### config.mk
export PLATFORM = sky130hd
export DESIGN_NAME = int_alu_setcond
export DESIGN_NICKNAME = d
export VERILOG_FILES = /design/src/rtl/alu_pkg.sv /design/src/rtl/alu_operand_sel.sv /design/src/rtl/alu_addsub.sv /design/src/rtl/alu_shifter.sv /design/src/rtl/alu_compare.sv /design/src/rtl/int_alu_setcond.sv
export SDC_FILE = /design/constraint.sdc
export NUM_CORES = 1
export LEC_CHECK = 0
export BUFFER_PORTS_ARGS = -buffer_cell sky130_fd_sc_hd__buf_4
export CAP_MARGIN = 20
export CORE_ASPECT_RATIO = 1.2
export CORE_UTILIZATION = 40
export DETAILED_ROUTE_END_ITERATION = 12
export SYNTH_ARGS = -nofsm -noshare
export SYNTH_HDL_FRONTEND = slang
export SYNTH_SLANG_ARGS = --single-unit
### constraint.sdc
create_clock -name vclk -period 5.65
set_input_delay 0.2825 -clock vclk [all_inputs]
set_output_delay 0.2825 -clock vclk [all_outputs]
set_load 0.05 [all_outputs]
### src/rtl/alu_pkg.sv
// Package alu_pkg
// Shared operation encoding and widths for the set-conditional integer ALU.
// Assumes the data word is exactly twice the immediate width.
package alu_pkg;

    localparam int unsigned XLEN  = 32;
    localparam int unsigned IMM_W = 16;

    typedef enum logic [3:0] {
        OP_ADD = 4'd0,
        OP_SUB = 4'd1,
        OP_AND = 4'd2,
        OP_OR  = 4'd3,
        OP_XOR = 4'd4,
        OP_SLL = 4'd5,
        OP_SRL = 4'd6,
        OP_SRA = 4'd7,
        OP_LHI = 4'd8,
        OP_SEQ = 4'd9,
        OP_SNE = 4'd10,
        OP_SLT = 4'd11,
        OP_SGT = 4'd12,
        OP_SLE = 4'd13,
        OP_SGE = 4'd14,
        OP_NUL = 4'd15
    } alu_op_e;

    // True for operations whose immediate is widened with its sign bit
    function automatic logic op_is_signed_kind(alu_op_e op);
        return (op == OP_ADD) || (op == OP_SUB) ||
               ((op >= OP_SEQ) && (op <= OP_SGE));
    endfunction

endpackage

### src/rtl/alu_operand_sel.sv
// Module alu_operand_sel
// Builds the effective second operand: the register value, or the immediate
// widened by sign or zero extension according to operation and unsigned flag.
// Assumes W > IW.
module alu_operand_sel #(
    parameter int unsigned W  = 32,
    parameter int unsigned IW = 16
) (
    input  alu_pkg::alu_op_e op,
    input  logic             uns_sel,
    input  logic             imm_sel,
    input  logic [W-1:0]     reg_b,
    input  logic [IW-1:0]    imm,
    output logic [W-1:0]     b_eff
);
    localparam int unsigned PADW = W - IW;

    logic          use_sext;
    logic [W-1:0]  imm_wide;

    // Decide the extension policy and select the operand source
    always_comb begin
        use_sext = alu_pkg::op_is_signed_kind(op) && !uns_sel;
        imm_wide = use_sext ? {{PADW{imm[IW-1]}}, imm} : {{PADW{1'b0}}, imm};
        b_eff    = imm_sel ? imm_wide : reg_b;
    end
endmodule

### src/rtl/alu_addsub.sv
// Module alu_addsub
// Single adder for add and subtract (subtract by inverting B with carry in).
// Produces the two's-complement overflow indication of the signed operation.
module alu_addsub #(
    parameter int unsigned W = 32
) (
    input  logic         do_sub,
    input  logic [W-1:0] a,
    input  logic [W-1:0] b,
    output logic [W-1:0] sum,
    output logic         ovf
);
    logic [W-1:0] b_in;

    // Add A to B or to its complement, then derive overflow from sign bits
    always_comb begin
        b_in = do_sub ? ~b : b;
        sum  = a + b_in + {{(W-1){1'b0}}, do_sub};
        ovf  = (a[W-1] == b_in[W-1]) && (sum[W-1] != a[W-1]);
    end
endmodule

### src/rtl/alu_shifter.sv
// Module alu_shifter
// Logarithmic barrel shifter. Left shifts reuse the right-shift stages
// on a bit-reversed word. Only the low log2(W) bits of the amount are used.
// Assumes W is a power of two.
module alu_shifter #(
    parameter int unsigned W = 32
) (
    input  logic               go_left,
    input  logic               arith,
    input  logic [W-1:0]       a,
    input  logic [$clog2(W)-1:0] amt,
    output logic [W-1:0]       y
);
    localparam int unsigned SW = $clog2(W);

    logic [W-1:0] stg [SW+1];
    logic         fill;

    // Reverse bit order of a word
    function automatic logic [W-1:0] rev(logic [W-1:0] v);
        logic [W-1:0] r;
        for (int i = 0; i < W; i++) r[i] = v[W-1-i];
        return r;
    endfunction

    // Prepare stage input and the bit shifted in from the top
    always_comb begin
        stg[0] = go_left ? rev(a) : a;
        fill   = arith && !go_left && a[W-1];
    end

    for (genvar s = 0; s < SW; s++) begin : g_stage
        localparam int unsigned D = 1 << s;
        // One power-of-two right shift stage
        always_comb begin
            stg[s+1] = amt[s] ? {{D{fill}}, stg[s][W-1:D]} : stg[s];
        end
    end

    // Undo the reversal for left shifts
    always_comb begin
        y = go_left ? rev(stg[SW]) : stg[SW];
    end
endmodule

### src/rtl/alu_compare.sv
// Module alu_compare
// Evaluates one of six relations between A and B, signed or unsigned,
// from an equality and a less-than term.
module alu_compare #(
    parameter int unsigned W = 32
) (
    input  alu_pkg::alu_op_e op,
    input  logic             uns_sel,
    input  logic [W-1:0]     a,
    input  logic [W-1:0]     b,
    output logic             hit
);
    logic eq;
    logic lt;

    // Form equal and less-than, then pick the relation
    always_comb begin
        eq = (a == b);
        lt = uns_sel ? (a < b) : ($signed(a) < $signed(b));
        unique case (op)
            alu_pkg::OP_SEQ: hit = eq;
            alu_pkg::OP_SNE: hit = !eq;
            alu_pkg::OP_SLT: hit = lt;
            alu_pkg::OP_SGT: hit = !lt && !eq;
            alu_pkg::OP_SLE: hit = lt || eq;
            alu_pkg::OP_SGE: hit = !lt;
            default:         hit = 1'b0;
        endcase
    end
endmodule

### src/rtl/int_alu_setcond.sv
// Module int_alu_setcond
// Combinational integer ALU with set-on-condition results, load-high and
// shifts. Assumes XLEN = 2*IMM_W; holds no state and takes no clock.
module int_alu_setcond #(
    parameter int unsigned XLEN  = alu_pkg::XLEN,
    parameter int unsigned IMM_W = alu_pkg::IMM_W
) (
    input  logic [3:0]       op_code,
    input  logic             uns_sel,
    input  logic             imm_sel,
    input  logic [XLEN-1:0]  opnd_a,
    input  logic [XLEN-1:0]  opnd_b,
    input  logic [IMM_W-1:0] imm_val,
    output logic [XLEN-1:0]  alu_result,
    output logic             alu_ovf
);
    import alu_pkg::*;

    localparam int unsigned SHW = $clog2(XLEN);
    localparam int unsigned LOW = XLEN - IMM_W;

    alu_op_e         op;
    logic [XLEN-1:0] b_eff;
    logic [XLEN-1:0] sum;
    logic            sum_ovf;
    logic [XLEN-1:0] sh_y;
    logic            rel_hit;

    // Interpret the raw code as an operation
    always_comb op = alu_op_e'(op_code);

    alu_operand_sel #(.W(XLEN), .IW(IMM_W)) u_opsel (
        .op      (op),
        .uns_sel (uns_sel),
        .imm_sel (imm_sel),
        .reg_b   (opnd_b),
        .imm     (imm_val),
        .b_eff   (b_eff)
    );

    alu_addsub #(.W(XLEN)) u_addsub (
        .do_sub (op == OP_SUB),
        .a      (opnd_a),
        .b      (b_eff),
        .sum    (sum),
        .ovf    (sum_ovf)
    );

    alu_shifter #(.W(XLEN)) u_shift (
        .go_left (op == OP_SLL),
        .arith   (op == OP_SRA),
        .a       (opnd_a),
        .amt     (b_eff[SHW-1:0]),
        .y       (sh_y)
    );

    alu_compare #(.W(XLEN)) u_cmp (
        .op      (op),
        .uns_sel (uns_sel),
        .a       (opnd_a),
        .b       (b_eff),
        .hit     (rel_hit)
    );

    // Route the selected unit to the result and qualify overflow
    always_comb begin
        alu_ovf = 1'b0;
        unique case (op)
            OP_ADD, OP_SUB: begin
                alu_result = sum;
                alu_ovf    = sum_ovf && !uns_sel;
            end
            OP_AND:  alu_result = opnd_a & b_eff;
            OP_OR:   alu_result = opnd_a | b_eff;
            OP_XOR:  alu_result = opnd_a ^ b_eff;
            OP_SLL, OP_SRL, OP_SRA: alu_result = sh_y;
            OP_LHI:  alu_result = {imm_val, {LOW{1'b0}}};
            OP_SEQ, OP_SNE, OP_SLT, OP_SGT, OP_SLE, OP_SGE:
                     alu_result = {{(XLEN-1){1'b0}}, rel_hit};
            default: alu_result = '0;
        endcase
    end
endmodule

==> results.md, run 1 <==
- Cell Chain, Critical Path: buf_4, nand3b_1, a2111oi_4, a21oi_1, xnor2_1, ha_1, a21o_1, a221o_1, a211oi_1, nand2_1, o211a_1, a21oi_1, xnor2_1, a211o_1, buf_4
- Hold WC Path Type: in2out
- Final min period: 4.77 ns
- Number of distinct library cells after synthesis: 77
- CP Data Required Time: 5.37 ns
- Period utilization: 84.4%
- Seq Cell Count: 0
- Pwr per Cell Area: 131 nW/um^2
- Leak Pwr: 4.09 nW
- Routed wire length: 35.4 mm
- Largest family of logic cells by synthesized area: compound AO/OA/AOI/OAI gates
- Slew HR: 3.80%
- Chip height: 156 um
- Via count: 9072
- CTS Hold Bufs: 0
- Critical path's largest stage delay: 0.47 ns
- Share of cells above drive strength 1: 17.2%
- Register area: 0 um^2
- Fmax achieved: 0.210 GHz
- Crit start category: primary input
- Critical Path AT: 4.49 ns
- Vias in the first global route: 8416
- RSZ-0062 raised after global routing: false
- N_diodes: 0
- Slew @ Worst Pin: 1.43 ns
- Post-CTS Resized: 0
- Synth Area in Adders: 21.5%
- Final hold violations: 0
- Synth Area in XOR/XNOR: 6.84%
- Dpl hpwl: 28.7 mm
- Simple-Gate Fraction of Synth Area: 15.8%
- Synth top area share: 21.3%
- Buffers on Ports: 119
- Initial Util: 41.3%
- Core area: 19100 um^2
- Kind of critical path: in2out
- GRT overflow: 0
- Starting DRC count in detailed routing: 882
- CP max-delay cell: a2111oi_4
- Routed Antenna Nets: 0
- Layout filler cell count: 2001
- Nets: 1366
- Initial antenna violation count: 0
- DRT Pass-1 Iters: 7
- Status: finished, final reports clean
- Count of final max-slew check failures: 0
- Mux cell area share after synthesis: 17.0%
- Area Overhead vs Synth: 14.2%
- Top Ports: 119
- First-pass GRT wire length: 52.1 mm
- Multi-input logic area: 7330 um^2
- Area contributors post-synth: ha_1 21%, mux4_2 7.4%, mux2i_1 7.0%
- Average via count per standard cell: 6.48
- Post-CTS Setup Bufs: 0
- Post-Layout Cell Count: 1399
- Syn. warnings: 0
- Mapped cell area: 7880 um^2
- Max-cap violations: 0
- Hold path depth: 4
- Syn nets: 1290
- Setup Viol. Count Final: 0
- Largest net degree at the start of global routing: 38
- Drt drc: 0
- Die area: 20300 um^2
- Setup TNS: 0 ns
- Max rail drop VDD: 0.0690 mV
- Avg Synthesized Cell Area: 7.37 um^2
- Seq/Total Area, Yosys: 0%
- Synth area leader: ha_1
- WL per Instance: 25.3 um
- Compound-Gate Fraction of Synth Area: 31.0%
- Die Wd: 130 um
- Dpl cells: 1399
- Mapped Cells: 1069
- GRT Total Usage: 34.5%
- CP Max Fanout: 18
- Standard-cell rows: 55
- Clock Buffer Count: 0
- CP endpoint kind: output pin
- RePlAce Congestion: 1.03
==> power breakdown <==
| part | total, W | internal [W] | switching (W) |
|---|---|---|---|
| Sequential | 0 | 0 | 0 |
| Combinational | 0.00118 | 0.000420 | 0.000760 |
| Clock | 0 | 0 | 0 |
| Total | 0.00118 | 0.000420 | 0.000760 |
==> placed cells by master (no fill, tap or decap), drive strengths merged, types with 4 or more instances in the layout <==
cell type | synthesis | final
a211o | 8 | 8
a211oi | 15 | 15
nor2 | 56 | 56
nand2b | 4 | 4
a31oi | 16 | 16
and3 | 7 | 7
nand4 | 7 | 7
ha | 134 | 134
o211ai | 35 | 35
or2 | 4 | 4
or3 | 4 | 4
o22ai | 6 | 6
nor4 | 9 | 9
mux4 | 29 | 29
nor3 | 13 | 13
nor2b | 10 | 10
o21a | 5 | 5
o21bai | 7 | 7
a221o | 7 | 7
inv | 84 | 84
nor4b | 4 | 4
buf | 24 | 137
nand2 | 109 | 109
a41oi | 4 | 4
and2 | 7 | 7
a221oi | 16 | 16
o21ai | 86 | 86
a22oi | 23 | 23
xnor2 | 41 | 41
xor2 | 18 | 18
nand3 | 23 | 23
a21o | 14 | 14
mux2i | 60 | 60
a21oi | 95 | 95
==> synth_stat cells, types with 9 or more instances <==
| cell | number |
|---|---|
| a221oi_1 | 16 |
| inv_1 | 82 |
| nor2_1 | 56 |
| nor3_1 | 13 |
| a21oi_1 | 95 |
| o211ai_1 | 33 |
| nand2_1 | 109 |
| nor2b_1 | 10 |
| xnor2_1 | 41 |
| xor2_1 | 18 |
| a22oi_1 | 23 |
| nor4_1 | 9 |
| a31oi_1 | 14 |
| clkbuf_1 | 39 |
| o21ai_0 | 77 |
| mux4_2 | 26 |
| a211oi_1 | 14 |
| nand3_1 | 23 |
| a21o_1 | 14 |
| mux2i_1 | 55 |
| buf_2 | 10 |
| o21ai_1 | 9 |
| ha_1 | 134 |
==> logic make-up after synthesis <==
kind of cell	after synthesis
xor+xnor	60
buf+inv	148
fa+ha+maj	135
compound gates	369
simple gates	266
mux	91
==> final cells by class <==
class	count	share of cell area (%)
repair buffers	137	11.4
well taps	256	3.56
inverters	85	3.57
multi-input cells	921	81.4
==> worst paths after layout <==
path	end	slack (ns)	from
hold / removal	alu_result[19]	1.05	imm_val[3]
setup / recovery	alu_result[26]	0.88	imm_sel
==> critical path, delay by kind of cell <==
family | cells | cell delay [ns]
xor gates and xnor gates | 2 | 0.32
and+or+nand+nor | 2 | 0.31
adders and majority gates | 1 | 0.41
buffers and inverters | 2 | 0.59
AOI/OAI and AO/OA | 8 | 2.57
==> layer usage <==
metal	global-route usage, %	routed length (um)
met5	0	0
met1	44.6	14500
met4	15.3	1990
met3	3.60	2410
met2	57.3	16500
==> through the flow <==
step	hold WS [ns]	power (W)	utilization [%]	area, um^2	setup slack, ns
finish	1.05	0.00118	47.2	9000	0.880
global route	1.08	0.00126	47.2	9000	0.813
CTS	1.06	0.00116	47.2	9000	0.934
detailed placement	1.06	0.00115	47.2	9000	0.936
global placement	1.04	0.00116	47.2	9000	0.932
floorplan	1.01	0.000780	-	7880	0.921
Note: power is estimated with default switching activity, not from simulation.
==> run 2, diff against run 1 <==
- clock period: 5.65 -> 4.45 ns (I/O delays scaled with it)
==> results.md, run 2 (same netlist as run 1, synthesis figures left out) <==
- Status: finished, final reports clean
- Top Ports: 119
- RSZ-0062 raised after global routing: false
- Register area: 0 um^2
- CTS Hold Bufs: 0
- CP Data Required Time: 4.23 ns
- DRT Pass-1 Iters: 5
- Dpl hpwl: 29.0 mm
- Area Overhead vs Synth: 18.2%
- Multi-input logic area: 7330 um^2
- Crit start category: primary input
- Post-Layout Cell Count: 1436
- Dpl cells: 1436
- Max-cap violations: 0
- Die Wd: 130 um
- Met2 WL post-DR: 16.1 mm
- First-pass GRT wire length: 52.6 mm
- WL met3: 2.44 mm
- Layout filler cell count: 2001
- Hold slack: 0.917 ns
- Buffers on Ports: 119
- Count of final max-slew check failures: 0
- Hold path depth: 4
- Worst Min Path Start: imm_val[3]
- Die area: 20300 um^2
- Period utilization: 94.5%
- Clock Buffer Count: 0
- WL per Instance: 24.8 um
- Starting DRC count in detailed routing: 848
- Drt drc: 0
- N_diodes: 0
- Routed wire length: 35.6 mm
- Average via count per standard cell: 6.37
- Critical Path AT: 3.98 ns
- Slew @ Worst Pin: 0.891 ns
- Hold Path Sink: alu_result[19]
- Post-CTS Setup Bufs: 0
- Setup TNS: 0 ns
- Most frequent cells in the layout: 171 x buf_4, 134 x ha_1, 109 x nand2_1, 95 x a21oi_1, 82 x inv_1
- Standard-cell rows: 55
- RePlAce Congestion: 1.05
- Max rail drop VDD: 0.131 mV
- Commonest non-fill, non-tap cell in the layout: buf_4
- M1 WL: 14.8 mm
- GRT Total Usage: 35.0%
- Initial Util: 41.3%
- Leak Pwr: 4.28 nW
- Share of cells above drive strength 1: 19.8%
- Core area: 19100 um^2
- Seq Cell Count: 0
- Nets: 1403
- CP endpoint kind: output pin
- Final hold violations: 0
- Largest net degree at the start of global routing: 33
- Pwr per Cell Area: 165 nW/um^2
- Setup Viol. Count Final: 0
- Slew HR: 40.5%
- Fmax achieved: 0.238 GHz
- Hold WC Path Type: in2out
- GRT overflow: 0
- Final min period: 4.20 ns
- Kind of critical path: in2out
- Vias in the first global route: 8509
- Initial antenna violation count: 0
- Uppermost layer routed: met4
- Via count: 9151
- Chip height: 156 um
- Post-CTS Resized: 0
- Routed Antenna Nets: 0
- CP Max Fanout: 14
## run 2: changes by cell type in the layout (fill, tap and decap cells not counted)
cell    change
buf_4      +34
buf_12      +3
## run 2: layout make-up
cell class,instances,area share (%)
Inverter,85,3.45
Multi-Input combinational cell,921,78.7
Tap cell,256,3.44
Timing Repair Buffer,174,14.4
## run 2: how the worst max path moves through the flow
stage | from | to | cells past startpoint
after floorplan | op_code[0] | alu_result[30] | 16
after global placement | op_code[3] | alu_result[28] | 16
final | op_code[3] | alu_result[22] | 16
after global routing | op_code[3] | alu_result[28] | 16
after CTS | op_code[3] | alu_result[28] | 16
after detailed placement | op_code[3] | alu_result[28] | 16
## run 2: critical path, cell delays in order
cell	delay (ns)
buf_4	0.17
a21bo_2	0.26
a2111oi_4	0.33
buf_4	0.21
a21oi_1	0.07
xnor2_1	0.18
ha_1	0.27
a21o_1	0.20
a221o_1	0.32
a211oi_1	0.35
nand2_1	0.12
o21ai_0	0.39
xnor2_1	0.17
a21oi_1	0.13
a22oi_1	0.32
buf_4	0.27
## run 2: per-layer routing
metal,vias up,global-route usage (%)
met5,-,0
li1,4217,-
met2,446,56.0
met1,4374,46.6
met3,114,2.95
met4,0,17.5
## run 2: stage by stage
step | worst slack [ns] | utilization [%] | power [W] | instance area (um^2)
3_3_place_gp | 0.361 | 48.9 | 0.00151 | 9310
4_1_cts | 0.324 | 48.9 | 0.00151 | 9310
3_5_place_dp | 0.337 | 48.9 | 0.00151 | 9310
5_1_grt | 0.0692 | 48.9 | 0.00164 | 9310
6_report | 0.247 | 48.9 | 0.00154 | 9310
2_1_floorplan | 0.0273 | - | 0.000991 | 7890
## run 2: report_power, final
part	total, W	internal (W)	switching (W)
clock	0	0	0
combinational	0.00154	0.000565	0.000976
sequential	0	0	0
